===== config.mk =====
export PLATFORM = sky130hd
export DESIGN_NAME = serial_fifo_irq
export DESIGN_NICKNAME = d
export VERILOG_FILES = /design/src/rtl/sfifo_pkg.sv /design/src/rtl/byte_fifo.sv /design/src/rtl/trail_timer.sv /design/src/rtl/serial_fifo_irq.sv
export SDC_FILE = /design/constraint.sdc
export NUM_CORES = 1
export LEC_CHECK = 0
export BUFFER_PORTS_ARGS = -buffer_cell sky130_fd_sc_hd__buf_2
export CORE_MARGIN = 4
export CORE_UTILIZATION = 65
export CTS_CLUSTER_SIZE = 20
export DETAILED_ROUTE_END_ITERATION = 12
export PLACE_DENSITY = 0.88
export RECOVER_POWER = 25
export SETUP_SLACK_MARGIN = 0.02
export SLEW_MARGIN = 20
export SYNTH_ARGS = -nofsm -noshare
export SYNTH_HDL_FRONTEND = slang
export SYNTH_HIERARCHICAL = 1
export SYNTH_SLANG_ARGS = --single-unit

===== constraint.sdc =====
create_clock -name clk -period 5.95 [get_ports clk]
set_clock_uncertainty 0.1 [all_clocks]
set_input_delay 0 -clock clk [delete_from_list [all_inputs] [get_ports clk]]
set_output_delay 0 -clock clk [all_outputs]
set_load 0.05 [all_outputs]

===== src/rtl/sfifo_pkg.sv =====
`timescale 1ns/1ps
package sfifo_pkg;
    typedef enum logic [2:0] {
        REG_CTRL = 3'd0,
        REG_STAT = 3'd1,
        REG_IEN  = 3'd2,
        REG_IST  = 3'd3,
        REG_TXD  = 3'd4,
        REG_RXD  = 3'd5,
        REG_TRL  = 3'd6,
        REG_RSV  = 3'd7
    } reg_idx_e;

    typedef enum logic [1:0] {
        TR_IDLE  = 2'd0,
        TR_COUNT = 2'd1,
        TR_FIRED = 2'd2
    } trail_state_e;

    localparam int NUM_EV    = 7;
    localparam int EV_TX_AE  = 0;
    localparam int EV_RX_AF  = 1;
    localparam int EV_TX_UND = 2;
    localparam int EV_TX_OVR = 3;
    localparam int EV_RX_UND = 4;
    localparam int EV_RX_OVR = 5;
    localparam int EV_TRAIL  = 6;

    localparam int LVL_FIELD = 7;
    localparam int TRL_W     = 4;
    localparam logic [TRL_W-1:0] TRL_RESET = 4'hF;
endpackage


===== src/rtl/byte_fifo.sv =====
`timescale 1ns/1ps
module byte_fifo #(
    parameter int DEPTH = 16,
    parameter int LVLW  = $clog2(DEPTH) + 1
) (
    input  logic            clk,
    input  logic            rst_n,
    input  logic            push,
    input  logic [7:0]      din,
    input  logic            pop,
    output logic [7:0]      dout,
    output logic [LVLW-1:0] level,
    output logic            full,
    output logic            empty
);
    localparam int AW = $clog2(DEPTH);
    localparam logic [LVLW-1:0] FULL_LVL = LVLW'(DEPTH);

    logic [7:0]      mem_q [DEPTH];
    logic [AW-1:0]   wr_ptr_q, rd_ptr_q;
    logic [LVLW-1:0] cnt_q;
    logic            do_push, do_pop;

    initial begin
        assert (DEPTH == 16 || DEPTH == 64);
    end

    assign full    = (cnt_q == FULL_LVL);
    assign empty   = (cnt_q == '0);
    assign do_push = push && !full;
    assign do_pop  = pop && !empty;
    assign dout    = mem_q[rd_ptr_q];
    assign level   = cnt_q;

    always_ff @(posedge clk) begin
        if (do_push) mem_q[wr_ptr_q] <= din;
    end

    always_ff @(posedge clk or negedge rst_n) begin
        if (!rst_n) begin
            wr_ptr_q <= '0;
            rd_ptr_q <= '0;
            cnt_q    <= '0;
        end else begin
            if (do_push) wr_ptr_q <= wr_ptr_q + 1'b1;
            if (do_pop)  rd_ptr_q <= rd_ptr_q + 1'b1;
            unique case ({do_push, do_pop})
                2'b10:   cnt_q <= cnt_q + 1'b1;
                2'b01:   cnt_q <= cnt_q - 1'b1;
                default: cnt_q <= cnt_q;
            endcase
        end
    end

    // Level never exceeds capacity
    assert_level_bound_R3: assert property (@(posedge clk) disable iff (!rst_n)
        cnt_q <= FULL_LVL);
    // A push into a full queue without a pop leaves it full
    assert_full_drop_R7: assert property (@(posedge clk) disable iff (!rst_n)
        (full && push && !pop) |=> full);
    // A pop from an empty queue without a push leaves it empty
    assert_empty_pop_R8: assert property (@(posedge clk) disable iff (!rst_n)
        (empty && pop && !push) |=> empty);
endmodule


===== src/rtl/trail_timer.sv =====
`timescale 1ns/1ps
module trail_timer
    import sfifo_pkg::*;
(
    input  logic             clk,
    input  logic             rst_n,
    input  logic [TRL_W-1:0] limit,
    input  logic             push,
    input  logic             armed,
    output logic             fire
);
    trail_state_e     state_q, state_d;
    logic [TRL_W-1:0] cnt_q, cnt_d;

    always_ff @(posedge clk or negedge rst_n) begin
        if (!rst_n) begin
            state_q <= TR_IDLE;
            cnt_q   <= '0;
        end else begin
            state_q <= state_d;
            cnt_q   <= cnt_d;
        end
    end

    always_comb begin
        state_d = state_q;
        cnt_d   = cnt_q;
        unique case (state_q)
            TR_IDLE: begin
                if (push || armed) begin
                    state_d = TR_COUNT;
                    cnt_d   = '0;
                end
            end
            TR_COUNT: begin
                if (push) begin
                    cnt_d = '0;
                end else if (!armed) begin
                    state_d = TR_IDLE;
                end else if (cnt_q >= limit) begin
                    state_d = TR_FIRED;
                end else begin
                    cnt_d = cnt_q + 1'b1;
                end
            end
            TR_FIRED: begin
                if (push) begin
                    state_d = TR_COUNT;
                    cnt_d   = '0;
                end else if (!armed) begin
                    state_d = TR_IDLE;
                end
            end
            default: state_d = TR_IDLE;
        endcase
    end

    always_comb begin
        fire = 1'b0;
        unique case (state_q)
            TR_COUNT: fire = !push && armed && (cnt_q >= limit);
            default:  fire = 1'b0;
        endcase
    end

    // The event is a single-cycle pulse per batch
    assert_fire_pulse_R11: assert property (@(posedge clk) disable iff (!rst_n)
        fire |=> !fire);
    // A received byte always leads back to counting
    assert_push_restart_R13: assert property (@(posedge clk) disable iff (!rst_n)
        push |=> (state_q == TR_COUNT) && (cnt_q == '0));
endmodule


===== src/rtl/serial_fifo_irq.sv =====
`timescale 1ns/1ps
module serial_fifo_irq
    import sfifo_pkg::*;
#(
    parameter int DEPTH = 16
) (
    input  logic        clk,
    input  logic        rst_n,
    input  logic        reg_wr,
    input  logic        reg_rd,
    input  logic [2:0]  reg_addr,
    input  logic [31:0] reg_wdata,
    output logic [31:0] reg_rdata,
    output logic        irq,
    output logic        tx_valid,
    output logic [7:0]  tx_data,
    input  logic        tx_take,
    input  logic        rx_valid,
    input  logic [7:0]  rx_data
);
    localparam int LVLW = $clog2(DEPTH) + 1;

    reg_idx_e addr_e;
    assign addr_e = reg_idx_e'(reg_addr);

    logic                 rx_en_q, tx_en_q;
    logic [LVL_FIELD-1:0] rx_trig_q, tx_trig_q;
    logic [NUM_EV-1:0]    ien_q, ist_q, ev_set, ev_clr;
    logic [TRL_W-1:0]     trl_q;

    logic wr_ctrl, wr_ien, wr_ist, wr_txd, wr_trl, rd_rxd;
    assign wr_ctrl = reg_wr && (addr_e == REG_CTRL);
    assign wr_ien  = reg_wr && (addr_e == REG_IEN);
    assign wr_ist  = reg_wr && (addr_e == REG_IST);
    assign wr_txd  = reg_wr && (addr_e == REG_TXD);
    assign wr_trl  = reg_wr && (addr_e == REG_TRL);
    assign rd_rxd  = reg_rd && (addr_e == REG_RXD);

    logic unused_wbits;
    assign unused_wbits = ^{reg_wdata[31:23], reg_wdata[15:11], reg_wdata[3:2]};

    // Transmit queue
    logic [LVLW-1:0] tx_lvl;
    logic            tx_full, tx_empty, tx_push, tx_pop;
    logic [7:0]      tx_head;
    assign tx_push = wr_txd && tx_en_q;
    assign tx_pop  = tx_take && tx_en_q;

    byte_fifo #(.DEPTH(DEPTH), .LVLW(LVLW)) u_txq (
        .clk(clk), .rst_n(rst_n),
        .push(tx_push), .din(reg_wdata[7:0]),
        .pop(tx_pop), .dout(tx_head),
        .level(tx_lvl), .full(tx_full), .empty(tx_empty)
    );

    // Receive queue
    logic [LVLW-1:0] rx_lvl;
    logic            rx_full, rx_empty, rx_push, rx_acc;
    logic [7:0]      rx_head;
    assign rx_push = rx_valid && rx_en_q;
    assign rx_acc  = rx_push && !rx_full;

    byte_fifo #(.DEPTH(DEPTH), .LVLW(LVLW)) u_rxq (
        .clk(clk), .rst_n(rst_n),
        .push(rx_push), .din(rx_data),
        .pop(rd_rxd), .dout(rx_head),
        .level(rx_lvl), .full(rx_full), .empty(rx_empty)
    );

    logic [LVL_FIELD-1:0] tx_lvl7, rx_lvl7;
    assign tx_lvl7 = LVL_FIELD'(tx_lvl);
    assign rx_lvl7 = LVL_FIELD'(rx_lvl);

    // Trailing timer
    logic trail_armed, trail_fire;
    assign trail_armed = !rx_empty && (rx_lvl7 < rx_trig_q);

    trail_timer u_trail (
        .clk(clk), .rst_n(rst_n),
        .limit(trl_q), .push(rx_acc),
        .armed(trail_armed), .fire(trail_fire)
    );

    // Event collection
    logic tx_ovr_ev;
    assign tx_ovr_ev = tx_push && tx_full;

    always_comb begin
        ev_set            = '0;
        ev_set[EV_TX_AE]  = tx_en_q && (tx_lvl7 <= tx_trig_q);
        ev_set[EV_RX_AF]  = rx_en_q && !rx_empty && (rx_lvl7 >= rx_trig_q);
        ev_set[EV_TX_UND] = tx_pop && tx_empty;
        ev_set[EV_TX_OVR] = tx_ovr_ev;
        ev_set[EV_RX_UND] = rd_rxd && rx_empty;
        ev_set[EV_RX_OVR] = rx_push && rx_full;
        ev_set[EV_TRAIL]  = trail_fire;
        ev_clr            = wr_ist ? reg_wdata[NUM_EV-1:0] : '0;
    end

    always_ff @(posedge clk or negedge rst_n) begin
        if (!rst_n) begin
            rx_en_q   <= 1'b0;
            tx_en_q   <= 1'b0;
            rx_trig_q <= '0;
            tx_trig_q <= '0;
            ien_q     <= '0;
            ist_q     <= '0;
            trl_q     <= TRL_RESET;
        end else begin
            if (wr_ctrl) begin
                rx_en_q   <= reg_wdata[0];
                tx_en_q   <= reg_wdata[1];
                rx_trig_q <= reg_wdata[10:4];
                tx_trig_q <= reg_wdata[22:16];
            end
            if (wr_ien) ien_q <= reg_wdata[NUM_EV-1:0];
            if (wr_trl) trl_q <= reg_wdata[TRL_W-1:0];
            ist_q <= (ist_q & ~ev_clr) | ev_set;
        end
    end

    assign irq      = |(ist_q & ien_q);
    assign tx_valid = tx_en_q && !tx_empty;
    assign tx_data  = tx_head;

    always_comb begin
        reg_rdata = '0;
        unique case (addr_e)
            REG_CTRL: reg_rdata = {9'd0, tx_trig_q, 5'd0, rx_trig_q, 2'd0, tx_en_q, rx_en_q};
            REG_STAT: reg_rdata = {7'd0, rx_empty, rx_full, rx_lvl7,
                                   7'd0, tx_empty, tx_full, tx_lvl7};
            REG_IEN:  reg_rdata = {25'd0, ien_q};
            REG_IST:  reg_rdata = {25'd0, ist_q};
            REG_RXD:  reg_rdata = rx_empty ? 32'd0 : {24'd0, rx_head};
            REG_TRL:  reg_rdata = {28'd0, trl_q};
            default:  reg_rdata = '0;
        endcase
    end

    // An empty receive read returns zero
    assert_rx_under_zero_R8: assert property (@(posedge clk) disable iff (!rst_n)
        (rd_rxd && rx_empty) |-> (reg_rdata == 32'd0));
    // Trailing event never fires on an empty receive queue
    assert_trail_nonempty_R13: assert property (@(posedge clk) disable iff (!rst_n)
        trail_fire |-> !rx_empty);
    // A clear without a simultaneous overrun drops the bit
    assert_w1c_R9: assert property (@(posedge clk) disable iff (!rst_n)
        (wr_ist && reg_wdata[EV_TX_OVR] && !tx_ovr_ev) |=> !ist_q[EV_TX_OVR]);
    // Disabled transmit side presents nothing
    assert_tx_off_R12: assert property (@(posedge clk) disable iff (!rst_n)
        !tx_en_q |-> !tx_valid);
endmodule


==> summary.md <==
| Metric | Value |
|---|---|
| CP Capture Type | output port |
| CP startpoint | u_rxq/rd_ptr_q[0]$_DFFE_PN0P_ |
| Tmin final | 3.69 ns |
| Crit Path Max Fanout | 33 |
| Final net count | 1115 |
| Synth Area in Compound Gates | 6.62% |
| Final Max Slew Viols | 0 |
| DRT iter0 DRCs | 866 |
| Hold Crit Class | input pin to flip-flop |
| Clk pwr share | 26.7% |
| Residual DRC | 0 |
| Post-Syn Area | 14200 sq um |
| Clk buf depth | 3 |
| Max rail drop VDD | 0.433 mV |
| Io pins | 91 |
| Critical path class | flip-flop to output port |
| Status | finished clean |
| First-pass DRT Iterations | 6 |
| Commonest non-fill, non-tap cells in the layout | 256 x edfxtp_1, 62 x nand2_1, 61 x mux2i_1, 60 x dfrtp_1, 59 x o21ai_0 |
| Net Sw Frac | 34.9% |
| H-tree depth | 1 |
| Max Cap Viol | 0 |
| Wirelength, routed | 31.7 mm |
| Gr usage total | 26.4% |
| Area grow syn2layout | 11.9% |
| Post-route ant nets | 0 |
| Final Cell Area | 15900 sq um |
| Largest family of logic cells by synthesized area | multiplexers |
| Antenna violations before repair | 0 |
| Mux cell area share after synthesis | 12.9% |
| Syn Inst Count | 939 |
| N_diodes | 0 |
| Slowest cell on crit path | dfrtp_2 |
| HPWL after detailed placement | 19.2 mm |
| First-pass GRT wire length | 49.4 mm |
| Share of synthesized flip-flops with an asynchronous set or reset | 20.5% |
| TNS Setup | 0 ns |
| Pwr dens | 450 nW/um^2 |
| Warnings, synthesis | 6 |
| Adder-Cell Fraction of Synth Area | 3.18% |
| Cell Int Power | 4670 uW |
| Sequential power share | 41.7% |
| CP required | 5.85 ns |
| Seq cells post-synth | 322 |
| RR Endpoint | u_txq/level[4]$_DFFE_PN0P_ |
| Static Leak | 0.00593 uW |
| Die Width | 156 microns |
| DR WL/cell | 23.8 microns |
| Total CTS buffers | 31 |
| Xor and xnor area share after synthesis | 1.23% |
| Worst stage delay on the critical path | 1.03 ns |
| Most used cell along the critical path | o21ai_0 |
| Synth cell types | 63 |
| Worst-path clk slew | 0.06 ns |
| RSZ-0062 raised after global routing | false |
| Most common cell after layout, fill and taps aside | edfxtp_1 |
| Port buffer count | 64 |
| P_sw | 2510 uW |
| Mean Syn Cell Area | 15.2 sq um |
| Simple-Gate Fraction of Synth Area | 6.56% |
| DP Area | 14600 sq um |
| Final Hold Viols | 0 |
| Post-synth EDFFs | 256 |
| Crit path capture | reg_rdata[4] |
| Levels on crit path | 9 |
| CTS resizes | 0 |
| Combinational Power Share | 31.6% |
| Power Total | 7180 uW |
| Fmax | 271 MHz |
| Clock Sink Count | 322 |
| Worst-Skew Late Latency | 0.55 ns |
| Largest net degree at the start of global routing | 67 |
| Primary FF master, synth | edfxtp_1 |
| Crit path max-delay family | flip-flops |
| Final Setup Violations | 0 |
| Die Height | 156 microns |
| Via count | 8567 |
| WP buf/inv | 2 |
| FF-to-FF Start | u_txq/level[0]$_DFFE_PN0P_ |
| Via density | 6.45 |
| Starting density of the core | 66.9% |
| Slew HR | 33.5% |
| Die area | 24300 sq um |
| GP Congestion | 0.868 |
| Core Footprint | 21300 sq um |
| Critical Path AT | 3.59 ns |
| Worst Setup Start Kind | flip-flop |
| Vias in the first global route | 8680 |
| Tcrit/Tclk final | 62.0% |
| Share of layout cells above drive strength 1 | 18.9% |
| Clock root cell | clkbuf_16 |
| Grt total ovfl | 0 |
| FF-to-FF setup slack | 2.64 ns |
| CTS tree | yes |
| Worst path cell trace | buf_4 -> mux2_2 -> o21ai_0 -> a21oi_1 -> o21ai_0 -> nand2_1 -> nand2_1 -> o21ai_0 -> buf_2 |
| Sequential share of the synthesized area | 65.6% |
| Worst Tran Pin Value | 0.998 ns |
| Row cnt | 53 |
| Reg2reg path depth | 11 |
## kinds of logic (layout without fill, tap and decap cells)
group	Yosys count	after routing
compound gates	149	149
xor+xnor	20	20
fa+ha+maj	35	35
buf+inv	96	200
flops	322	322
mux	136	136
other cells	1	12
simple gates	180	180
## worst min path at each step
stage | startpoint | depth (start not counted) | end
after floorplan | rst_n | 0 | ien_q[0]$_DFFE_PN0P_
after global placement | reg_wdata[20] | 3 | tx_trig_q[4]$_DFFE_PN0P_
after detailed placement | reg_wdata[20] | 3 | tx_trig_q[4]$_DFFE_PN0P_
after CTS | reg_addr[2] | 3 | ist_q[3]$_DFF_PN0_
after global routing | reg_addr[2] | 3 | ist_q[3]$_DFF_PN0_
final | reg_addr[2] | 3 | ist_q[3]$_DFF_PN0_
## flip-flops by register name (all words and copies together) (netlist names)
name / flops
u_rxq/mem_q: 128
u_txq/mem_q: 128
ien_q: 7
ist_q: 7
rx_trig_q: 7
tx_trig_q: 7
u_rxq/level: 5
u_txq/level: 5
trl_q: 4
u_rxq/rd_ptr_q: 4
u_rxq/wr_ptr_q: 4
u_trail/cnt_q: 4
u_txq/rd_ptr_q: 4
u_txq/wr_ptr_q: 4
u_trail/state_q: 2
rx_en_q: 1
tx_en_q: 1
## area by class of cell
cell class	instances	area, sq um
Clock buffer	43	851
Clock inverter	13	138
Fill cell	1152	5350
Inverter	36	135
Multi-Input combinational cell	532	4410
Sequential cell	322	9350
Tap cell	275	344
Timing Repair Buffer	108	719
## timing repair
| action | CTS | global route |
|---|---|---|
| hold endpoints to repair | 356 | 0 |
| setup buffers | 0 | 0 |
| hold buffers | 33 | 0 |
## power groups by stage
stage / clock (uW) / sequential [uW] / combinational (uW)
after floorplan: 0 / 2810 / 1890
after global placement: 0 / 3000 / 2090
after detailed placement: 0 / 3020 / 2180
after CTS: 1940 / 2980 / 2240
after global routing: 2050 / 3030 / 2440
final: 1920 / 2990 / 2270
## cell usage after synthesis, drive strengths merged (6+ instances only)
master	instances	share of area (%)
nand3	7	0.25
nand2	65	1.8
a21oi	25	0.88
and2	10	0.44
mux4	33	5.2
mux2i	61	4.3
edfxtp	256	54
dfrtp	62	11
clkbuf	12	0.32
ha	33	2.9
nor2	38	1.0
buf	48	2.6
xor2	6	0.37
inv	36	0.95
mux2	42	3.4
xnor2	14	0.86
a22oi	26	1.4
nor2b	10	0.44
nand2b	8	0.35
a221oi	16	0.98
o21ai	62	2.2
nor3	11	0.39
## routing by layer
| layer | vias up | GRT usage [%] | part of all wire [%] |
|---|---|---|---|
| met1 | 4248 | 34.2 | 37 |
| li1 | 3724 | - | - |
| met2 | 483 | 44.8 | 51 |
| met5 | - | 0 | 0 |
| met3 | 112 | 4.27 | 7.6 |
| met4 | 0 | 11.2 | 4.9 |
## through the flow
step | utilization, % | worst slack, ns | hold WS [ns] | std cells
global placement | 68.7 | 2.49 | 0.106 | 1240
finish | 74.9 | 2.26 | 0.0821 | 1329
CTS | 74.9 | 2.29 | 0.0464 | 1329
detailed placement | 68.7 | 2.46 | 0.112 | 1240
global route | 74.9 | 2.04 | 0.0817 | 1329
floorplan | - | 3.18 | -0.396 | 950
## worst reg2reg max path: cells and delay by family (launching register included)
family	cells	cell delay, ns
AO/OA/AOI/OAI	1	0.11
XOR/XNOR	1	0.13
AND/OR/NAND/NOR	6	1.44
flip-flops	1	0.51
adder cells (fa/ha/maj)	2	0.80
buffers and inverters	1	0.11
(Power assumes the default switching activity.)
